===== config.mk =====
export PLATFORM = sky130hd
export DESIGN_NAME = insn_gate_decode
export DESIGN_NICKNAME = d
export VERILOG_FILES = /design/src/rtl/insn_gate_decode.sv
export SDC_FILE = /design/constraint.sdc
export NUM_CORES = 1
export LEC_CHECK = 0
export ABC_AREA = 1
export CAP_MARGIN = 20
export CORE_MARGIN = 10
export CORE_UTILIZATION = 39
export CTS_BUF_LIST = sky130_fd_sc_hd__clkbuf_2 sky130_fd_sc_hd__clkbuf_4 sky130_fd_sc_hd__clkbuf_8
export DETAILED_ROUTE_END_ITERATION = 8
export HOLD_SLACK_MARGIN = 0.15
export PLACE_DENSITY = 0.82
export SLEW_MARGIN = 10
export SYNTH_ARGS = -nofsm -noshare
export SYNTH_HDL_FRONTEND = slang
export SYNTH_SLANG_ARGS = --single-unit

===== constraint.sdc =====
create_clock -name clk -period 1.4 [get_ports clk]
set_clock_uncertainty 0.2 [all_clocks]
set_input_delay 0.21 -clock clk [delete_from_list [all_inputs] [get_ports clk]]
set_output_delay 0.21 -clock clk [all_outputs]
set_load 0.005 [all_outputs]

===== src/rtl/insn_gate_decode.sv =====
module insn_gate_decode (
  input  logic        clk,
  input  logic        rst_n,
  input  logic        in_valid,
  input  logic [31:0] in_word,
  input  logic [3:0]  in_flags,
  output logic        out_valid,
  output logic        out_exec,
  output logic [3:0]  out_class,
  output logic        out_link
);

  localparam logic [3:0] C_DP    = 4'd0;
  localparam logic [3:0] C_MUL   = 4'd1;
  localparam logic [3:0] C_MULL  = 4'd2;
  localparam logic [3:0] C_SWAP  = 4'd3;
  localparam logic [3:0] C_HALF  = 4'd4;
  localparam logic [3:0] C_SDT   = 4'd5;
  localparam logic [3:0] C_BDT   = 4'd6;
  localparam logic [3:0] C_BR    = 4'd7;
  localparam logic [3:0] C_BX    = 4'd8;
  localparam logic [3:0] C_MRS   = 4'd9;
  localparam logic [3:0] C_MSR   = 4'd10;
  localparam logic [3:0] C_SWI   = 4'd11;
  localparam logic [3:0] C_CPX   = 4'd12;
  localparam logic [3:0] C_CPD   = 4'd13;
  localparam logic [3:0] C_CPR   = 4'd14;
  localparam logic [3:0] C_UNDEF = 4'd15;

  logic       fn, fz, fc, fv;
  logic [3:0] cc;
  logic [7:0] hi, lo;
  logic       cond_ok;
  logic [3:0] cls;

  assign {fn, fz, fc, fv} = in_flags;
  assign cc = in_word[31:28];
  assign hi = in_word[27:20];
  assign lo = in_word[11:4];

  always_comb begin
    case (cc)
      4'h0: cond_ok = fz;
      4'h1: cond_ok = !fz;
      4'h2: cond_ok = fc;
      4'h3: cond_ok = !fc;
      4'h4: cond_ok = fn;
      4'h5: cond_ok = !fn;
      4'h6: cond_ok = fv;
      4'h7: cond_ok = !fv;
      4'h8: cond_ok = fc && !fz;
      4'h9: cond_ok = !fc || fz;
      4'hA: cond_ok = fn == fv;
      4'hB: cond_ok = fn != fv;
      4'hC: cond_ok = (fn == fv) && !fz;
      4'hD: cond_ok = fz || (fn != fv);
      4'hE: cond_ok = 1'b1;
      default: cond_ok = 1'b0;
    endcase
  end

  always_comb begin
    if (hi[7:5] == 3'b011 && in_word[4])                           cls = C_UNDEF;
    else if (hi[7:6] == 2'b01)                                     cls = C_SDT;
    else if (hi[7:2] == 6'd0 && lo[3:0] == 4'b1001)                cls = C_MUL;
    else if (hi[7:3] == 5'b00001 && lo[3:0] == 4'b1001)            cls = C_MULL;
    else if (hi[7:3] == 5'b00010 && hi[1:0] == 2'b00 && lo == 8'h09) cls = C_SWAP;
    else if (hi[7:5] == 3'b000 && in_word[7] && in_word[4])        cls = C_HALF;
    else if (hi[7:5] == 3'b100)                                    cls = C_BDT;
    else if (hi[7:5] == 3'b101)                                    cls = C_BR;
    else if (hi[7:5] == 3'b110)                                    cls = C_CPX;
    else if (hi[7:4] == 4'b1111)                                   cls = C_SWI;
    else if (hi[7:4] == 4'b1110)                                   cls = in_word[4] ? C_CPR : C_CPD;
    else if (hi == 8'h12 && in_word[19:8] == 12'hFFF && in_word[7:4] == 4'b0001) cls = C_BX;
    else if (hi[7:3] == 5'b00010 && hi[1:0] == 2'b00 && lo == 8'h00) cls = C_MRS;
    else if (hi[7:6] == 2'b00 && hi[4:3] == 2'b10 && hi[1:0] == 2'b10) cls = C_MSR;
    else                                                           cls = C_DP;
  end

  always_ff @(posedge clk) begin
    if (!rst_n) begin
      out_valid <= 1'b0;
      out_exec  <= 1'b0;
      out_class <= C_DP;
      out_link  <= 1'b0;
    end else begin
      out_valid <= in_valid;
      if (in_valid) begin
        out_exec  <= cond_ok;
        out_class <= cls;
        out_link  <= (cls == C_BR) && in_word[24];
      end
    end
  end

endmodule



==> results of run 1 <==
[worst max-delay path by stage]
stage / cells after the start / slack (ns) / end
finish: 8 / 0.06 / out_exec
global route: 9 / -0.0003 / out_exec
CTS: 11 / 0.0004 / out_class[1]
detailed placement: 11 / -0.43 / out_class[2]
global placement: 10 / -0.39 / out_class[0]
floorplan: 8 / 0.17 / out_class[2]
[sequential cells by signal (all words and copies together), names as in the netlist]
name	flops
out_class	4
out_exec	1
out_link	1
out_valid	1
[critical path, delay by kind of cell]
| kind | cells | cell delay (ns) |
|---|---|---|
| buffers and inverters | 1 | 0.49 |
| AND/OR/NAND/NOR | 5 | 0.38 |
| AO/OA/AOI/OAI | 2 | 0.19 |
[cell type report]
| cell class | instances | area [um^2] | share of cell area, % |
|---|---|---|---|
| clock buffers | 4 | 30.0 | 2.09 |
| inverters | 26 | 97.6 | 6.78 |
| multi-input cells | 116 | 604 | 42.0 |
| flip-flops and latches | 7 | 140 | 9.74 |
| well taps | 27 | 33.8 | 2.35 |
| repair buffers | 63 | 533 | 37.0 |
[report_power, final]
group	total [uW]	leakage [uW]	switching [uW]	internal, uW
clock network	202	0.0000184	73.8	128
logic	300	0.000703	144	156
registers	218	0.0000579	5.45	213
[stage by stage]
| stage | TNS [ns] | power (uW) | worst slack (ns) | instance area [um^2] | std cells |
|---|---|---|---|---|---|
| finish | 0 | 720 | 0.0635 | 1440 | 243 |
| floorplan | 0 | 333 | 0.174 | 792 | 150 |
| detailed placement | -2.38 | 538 | -0.435 | 1390 | 239 |
| CTS | 0 | 712 | 0.000368 | 1410 | 243 |
| global placement | -2.15 | 529 | -0.386 | 1390 | 239 |
| global route | -0.000325 | 775 | -0.000325 | 1440 | 243 |
[per-layer routing]
| layer | wire length (um) | track usage [%] |
|---|---|---|
| met5 | 0 | 0 |
| met4 | 23 | 4.81 |
| met1 | 1060 | 13.3 |
| met2 | 1530 | 25.9 |
| met3 | 192 | 3.44 |
[logic make-up after synthesis]
group	after synthesis	synth area share, %
flops	7	17.7
simple gates	101	56.7
buf+inv	27	14.1
compound gates	14	10.4
xor+xnor	1	1.11
[placed cells by master (no fill, tap or decap), types with 4 or more instances in the layout]
cell type and n:
clkbuf_4 4, inv_1 22, nand2_2 4, nand3_1 9, nand4_1 4, dlygate4sd2_1 29, clkdlybuf4s15_1 4, buf_4 21
nor2_1 22, nor2_2 7, inv_2 4, dfxtp_1 7, nand2_1 43
[repair_timing]
| item | CTS | global route |
|---|---|---|
| setup endpoints to repair | 13 | 4 |
| resized for setup | 48 | 24 |
| hold buffers | 0 | 0 |
| buffers inserted | 0 | 0 |
| pin swaps | 22 | 13 |
| cloned | 0 | 0 |
==> flow_summary.ini, run 1 <==
[routing]
wl_um = 2800
vias = 1176
ant_nets = 0
drt-initial-drc-count = 40
drc = 0
dr.pass1.iters = 4
wl_per_cell_um = 11.5
via_per_inst = 4.84

[cts]
clk_pin_slew_worst_paths_ns = 0.05
clockBufferDepth = 2
cts_buffers = 3
cts_sinks = 7
h-tree-depth = 1
worstSkewPairLatency_ns = 0.25
cts_tree = built
cts-root-buf = clkbuf_4

[global_routing]
antenna_found_initial = 0
grt_pass1_vias = 1239
grt_overflow = 0
grtUsageTotal_pct = 13.4
grt_max_degree = 13
grt_first_pass_wirelength_um = 4840

[setup_path]
startpoint = in_flags[2]
cp_cell_sequence = clkdlybuf4s50_1 > nor2_1 > o21bai_1 > nand2_1 > nor2_1 > nand2_1 > nand2_1 > a21oi_2
critical_path_class = in -> reg
crit_slowest_cell = clkdlybuf4s50_1
slowest_delay_ns = 0.49
cp_common_cell = nand2_1
r2r_end = out_class[1]
crit_required_ns = 1.34
cp-end-kind = flip-flop
crit_arrival_ns = 1.28
ff2ff_setup_slack_ns = 0.54
reg2reg_depth = 4
worstPathMaxFanout = 2
cp-start-kind = primary input
reg2reg_from = out_class[1]

[layout]
fillers = 174
diodes = 0
drive_above_1_share_pct = 25.5
num-nets-final = 256
synthToLayoutAreaGrowth_pct = 81.7
final_util_pct = 74.1

[die]
die_h_um = 65.1
start_util_pct = 40.8
fp.coreArea_um2 = 1940
fp-row-count = 16
dieArea_um2 = 4230
ioPinCount = 46
die_w_um = 65.1

[timing]
fmax_ghz = 0.748
hold_ws_ns = 0.253
layout_min_cycle_time_ns = 1.34
slew_viol_final = 0
fin_crit_sh_pct = 95.5
finalHoldViolations = 0
final-setup-viol-count = 0
slew-limit-headroom_pct = 81.2
worst_pin_slew_ns = 0.280

[min_path]
holdPathStages = 4
worst_hold_path_type = in -> reg
hp-start = in_word[24]
hold_end = out_link

[pwr]
leakage_uw = 0.000779
cellPowerDensity_nw_per_um2 = 500
peakVddDrop_v = 0.000327

[logic_synthesis]
yosysUniqueCellTypes = 23
yosys.area.top_type = nand2_1
synth_edf_count = 0
synth_top_cells_by_area = nand2_1 22%, dfxtp_1 18%, nor2_1 13%
async_flop_share_pct = 0
syn-num-nets = 189
syn-mean-instance-area_um2 = 5.28
syn_inst = 150
syn_area_um2 = 792
synth_common_cells = 46 x nand2_1, 28 x nor2_1, 26 x inv_1
synthFlopType = dfxtp_1
ys_seq_area_share_pct = 17.7
yosysMostFrequentCell = nand2_1
synth_top_cell_area_share_pct = 21.8
ys.warnings.count = 0
ys_seq_elements = 7

[placed_design]
dp_hpwl_um = 2380
port-buffer-count = 41
place_congestion = 0.924

[run]
cap_violations = 0

[outcome]
status = finished clean
Power figures use the tool's default switching activity.
==> run 2: changes to the inputs <==
CORE_ASPECT_RATIO = 1.2   (was not set)
==> run 2 against run 1 <==
Net effect: utilization is 2.1 points lower; setup slack improved by 0.027 ns; cell count is 7.0% lower; largest cell class unchanged; critical endpoint is now out_class[2]; highest routed layer unchanged; design area fell by 5.2%; combinational power is 6% lower; sequential power is essentially flat; global-route usage increased by 0.085 points; register-to-register slack got worse by 0.06 ns.
==> flow_summary.ini, run 2 (synthesis gave the netlist of run 1 again) <==
[routing]
vias = 1162
drc = 0
wl_per_cell_um = 12.6
drt-initial-drc-count = 28
wl_um = 2850
ant_nets = 0
via_per_inst = 5.14
dr.pass1.iters = 4

[min_path]
hold_end = out_link
worst_hold_path_type = in -> reg
hp-start = in_word[26]
holdPathStages = 5

[timing]
slew_viol_final = 0
fmax_ghz = 0.764
hold_ws_ns = 0.225
fin_crit_sh_pct = 93.5
setup_tns_ns = 0
setup_slack_ns = 0.0909
slew-limit-headroom_pct = 84.4
layout_min_cycle_time_ns = 1.31
worst_pin_slew_ns = 0.232
finalHoldViolations = 0
final-setup-viol-count = 0
rsz0062_at_grt = yes

[layout]
largest_reg_flops = 4
final_area_um2 = 1360
drive_above_1_share_pct = 20.8
regMostFlops = out_class
diodes = 0
num-nets-final = 247
synthToLayoutAreaGrowth_pct = 72.2
final_common_cell = nand2_1
layout_common_cells = 44 x nand2_1, 28 x dlygate4sd2_1, 24 x inv_1, 24 x nor2_1, 12 x buf_4

[setup_path]
reg2reg_depth = 4
ff2ff_setup_slack_ns = 0.48
reg2reg_from = out_class[2]
worstPathMaxFanout = 3
critical_path_class = in -> reg
crit_required_ns = 1.36
cp-end-kind = flip-flop
r2r_end = out_class[2]
crit_arrival_ns = 1.27
cp-start-kind = primary input

[cts]
cts_tree = built
h-tree-depth = 1
worstSkewPairLatency_ns = 0.26
cts-root-buf = clkbuf_4
clockBufferDepth = 2
clk_pin_slew_worst_paths_ns = 0.05
cts_sinks = 7
cts_buffers = 3

[pwr]
p_total_uw = 709
leakage_uw = 0.000749
peakVddDrop_v = 0.000550
cellPowerDensity_nw_per_um2 = 520

[die]
die_w_um = 61.1
fp-row-count = 17
fp.coreArea_um2 = 1890
start_util_pct = 41.8
ioPinCount = 46
die_h_um = 69.4
dieArea_um2 = 4240

[placed_design]
dpl_cell_area_um2 = 1310
dp_hpwl_um = 2320
place_congestion = 0.928
port-buffer-count = 41
pre_cts_slack_ns = -0.433

[global_routing]
grt_first_pass_wirelength_um = 4820
grtUsageTotal_pct = 13.5
antenna_found_initial = 0
grt_max_degree = 13
grt_overflow = 0
grt_pass1_vias = 1220

[run]
cap_violations = 0

[outcome]
status = finished clean
[run 2: layout make-up]
type,instances,area [um^2]
Multi-Input combinational cell,116,608
Fill cell,178,529
Timing Repair Buffer,54,464
Sequential cell,7,140
Inverter,26,97.6
Clock buffer,4,30.0
Tap cell,19,23.8
[run 2: worst max-delay path by stage]
stage	end	depth (start not counted)	slack, ns	from
floorplan	out_class[2]	8	0.17	in_word[6]
global placement	out_class[0]	10	-0.42	in_word[25]
detailed placement	out_class[3]	9	-0.43	in_word[21]
CTS	out_class[1]	12	0.005	in_word[18]
global route	out_exec	9	-0.0009	in_flags[2]
finish	out_class[2]	10	0.09	in_word[5]
[run 2: metrics by stage]
| stage | std cells | utilization, % |
|---|---|---|
| 2_1_floorplan | 150 | - |
| 3_3_place_gp | 222 | 69.2 |
| 3_5_place_dp | 222 | 69.2 |
| 4_1_cts | 227 | 71.6 |
| 5_1_grt | 226 | 72.0 |
| 6_report | 226 | 72.0 |
[run 2: worst max-delay path, cell delays in order]
cell and delay [ns]:
dlygate4sd2_1 0.23, nor2_2 0.15, and3_4 0.21, nand3b_1 0.10, nand2_1 0.10, inv_2 0.04
nand3_2 0.06, nand3_2 0.06, nand2_1 0.06, inv_1 0.04
[run 2: power breakdown]
group | leakage, uW | total, uW | switching [uW] | internal [uW]
Combinational | 0.000672 | 283 | 142 | 142
Sequential | 0.0000579 | 219 | 5.92 | 213
Clock | 0.0000184 | 207 | 78.5 | 128
Total | 0.000749 | 709 | 226 | 483
[run 2: repair_timing]
action                     CTS  global route
hold buffers                 0             0
setup buffers                1             0
setup endpoints to repair   13             5
pin swaps                   19            14
resized for setup           48            21
[run 2: per-layer routing]
metal / wire length [um] / global-route usage, % / part of all wire, % / vias to the layer above
li1: - / - / - / 593
met1: 1090 / 13.8 / 38 / 515
met2: 1440 / 23.9 / 50 / 47
met3: 289 / 5.67 / 10 / 7
met4: 37 / 2.77 / 1.3 / 0
met5: 0 / 0 / 0 / -
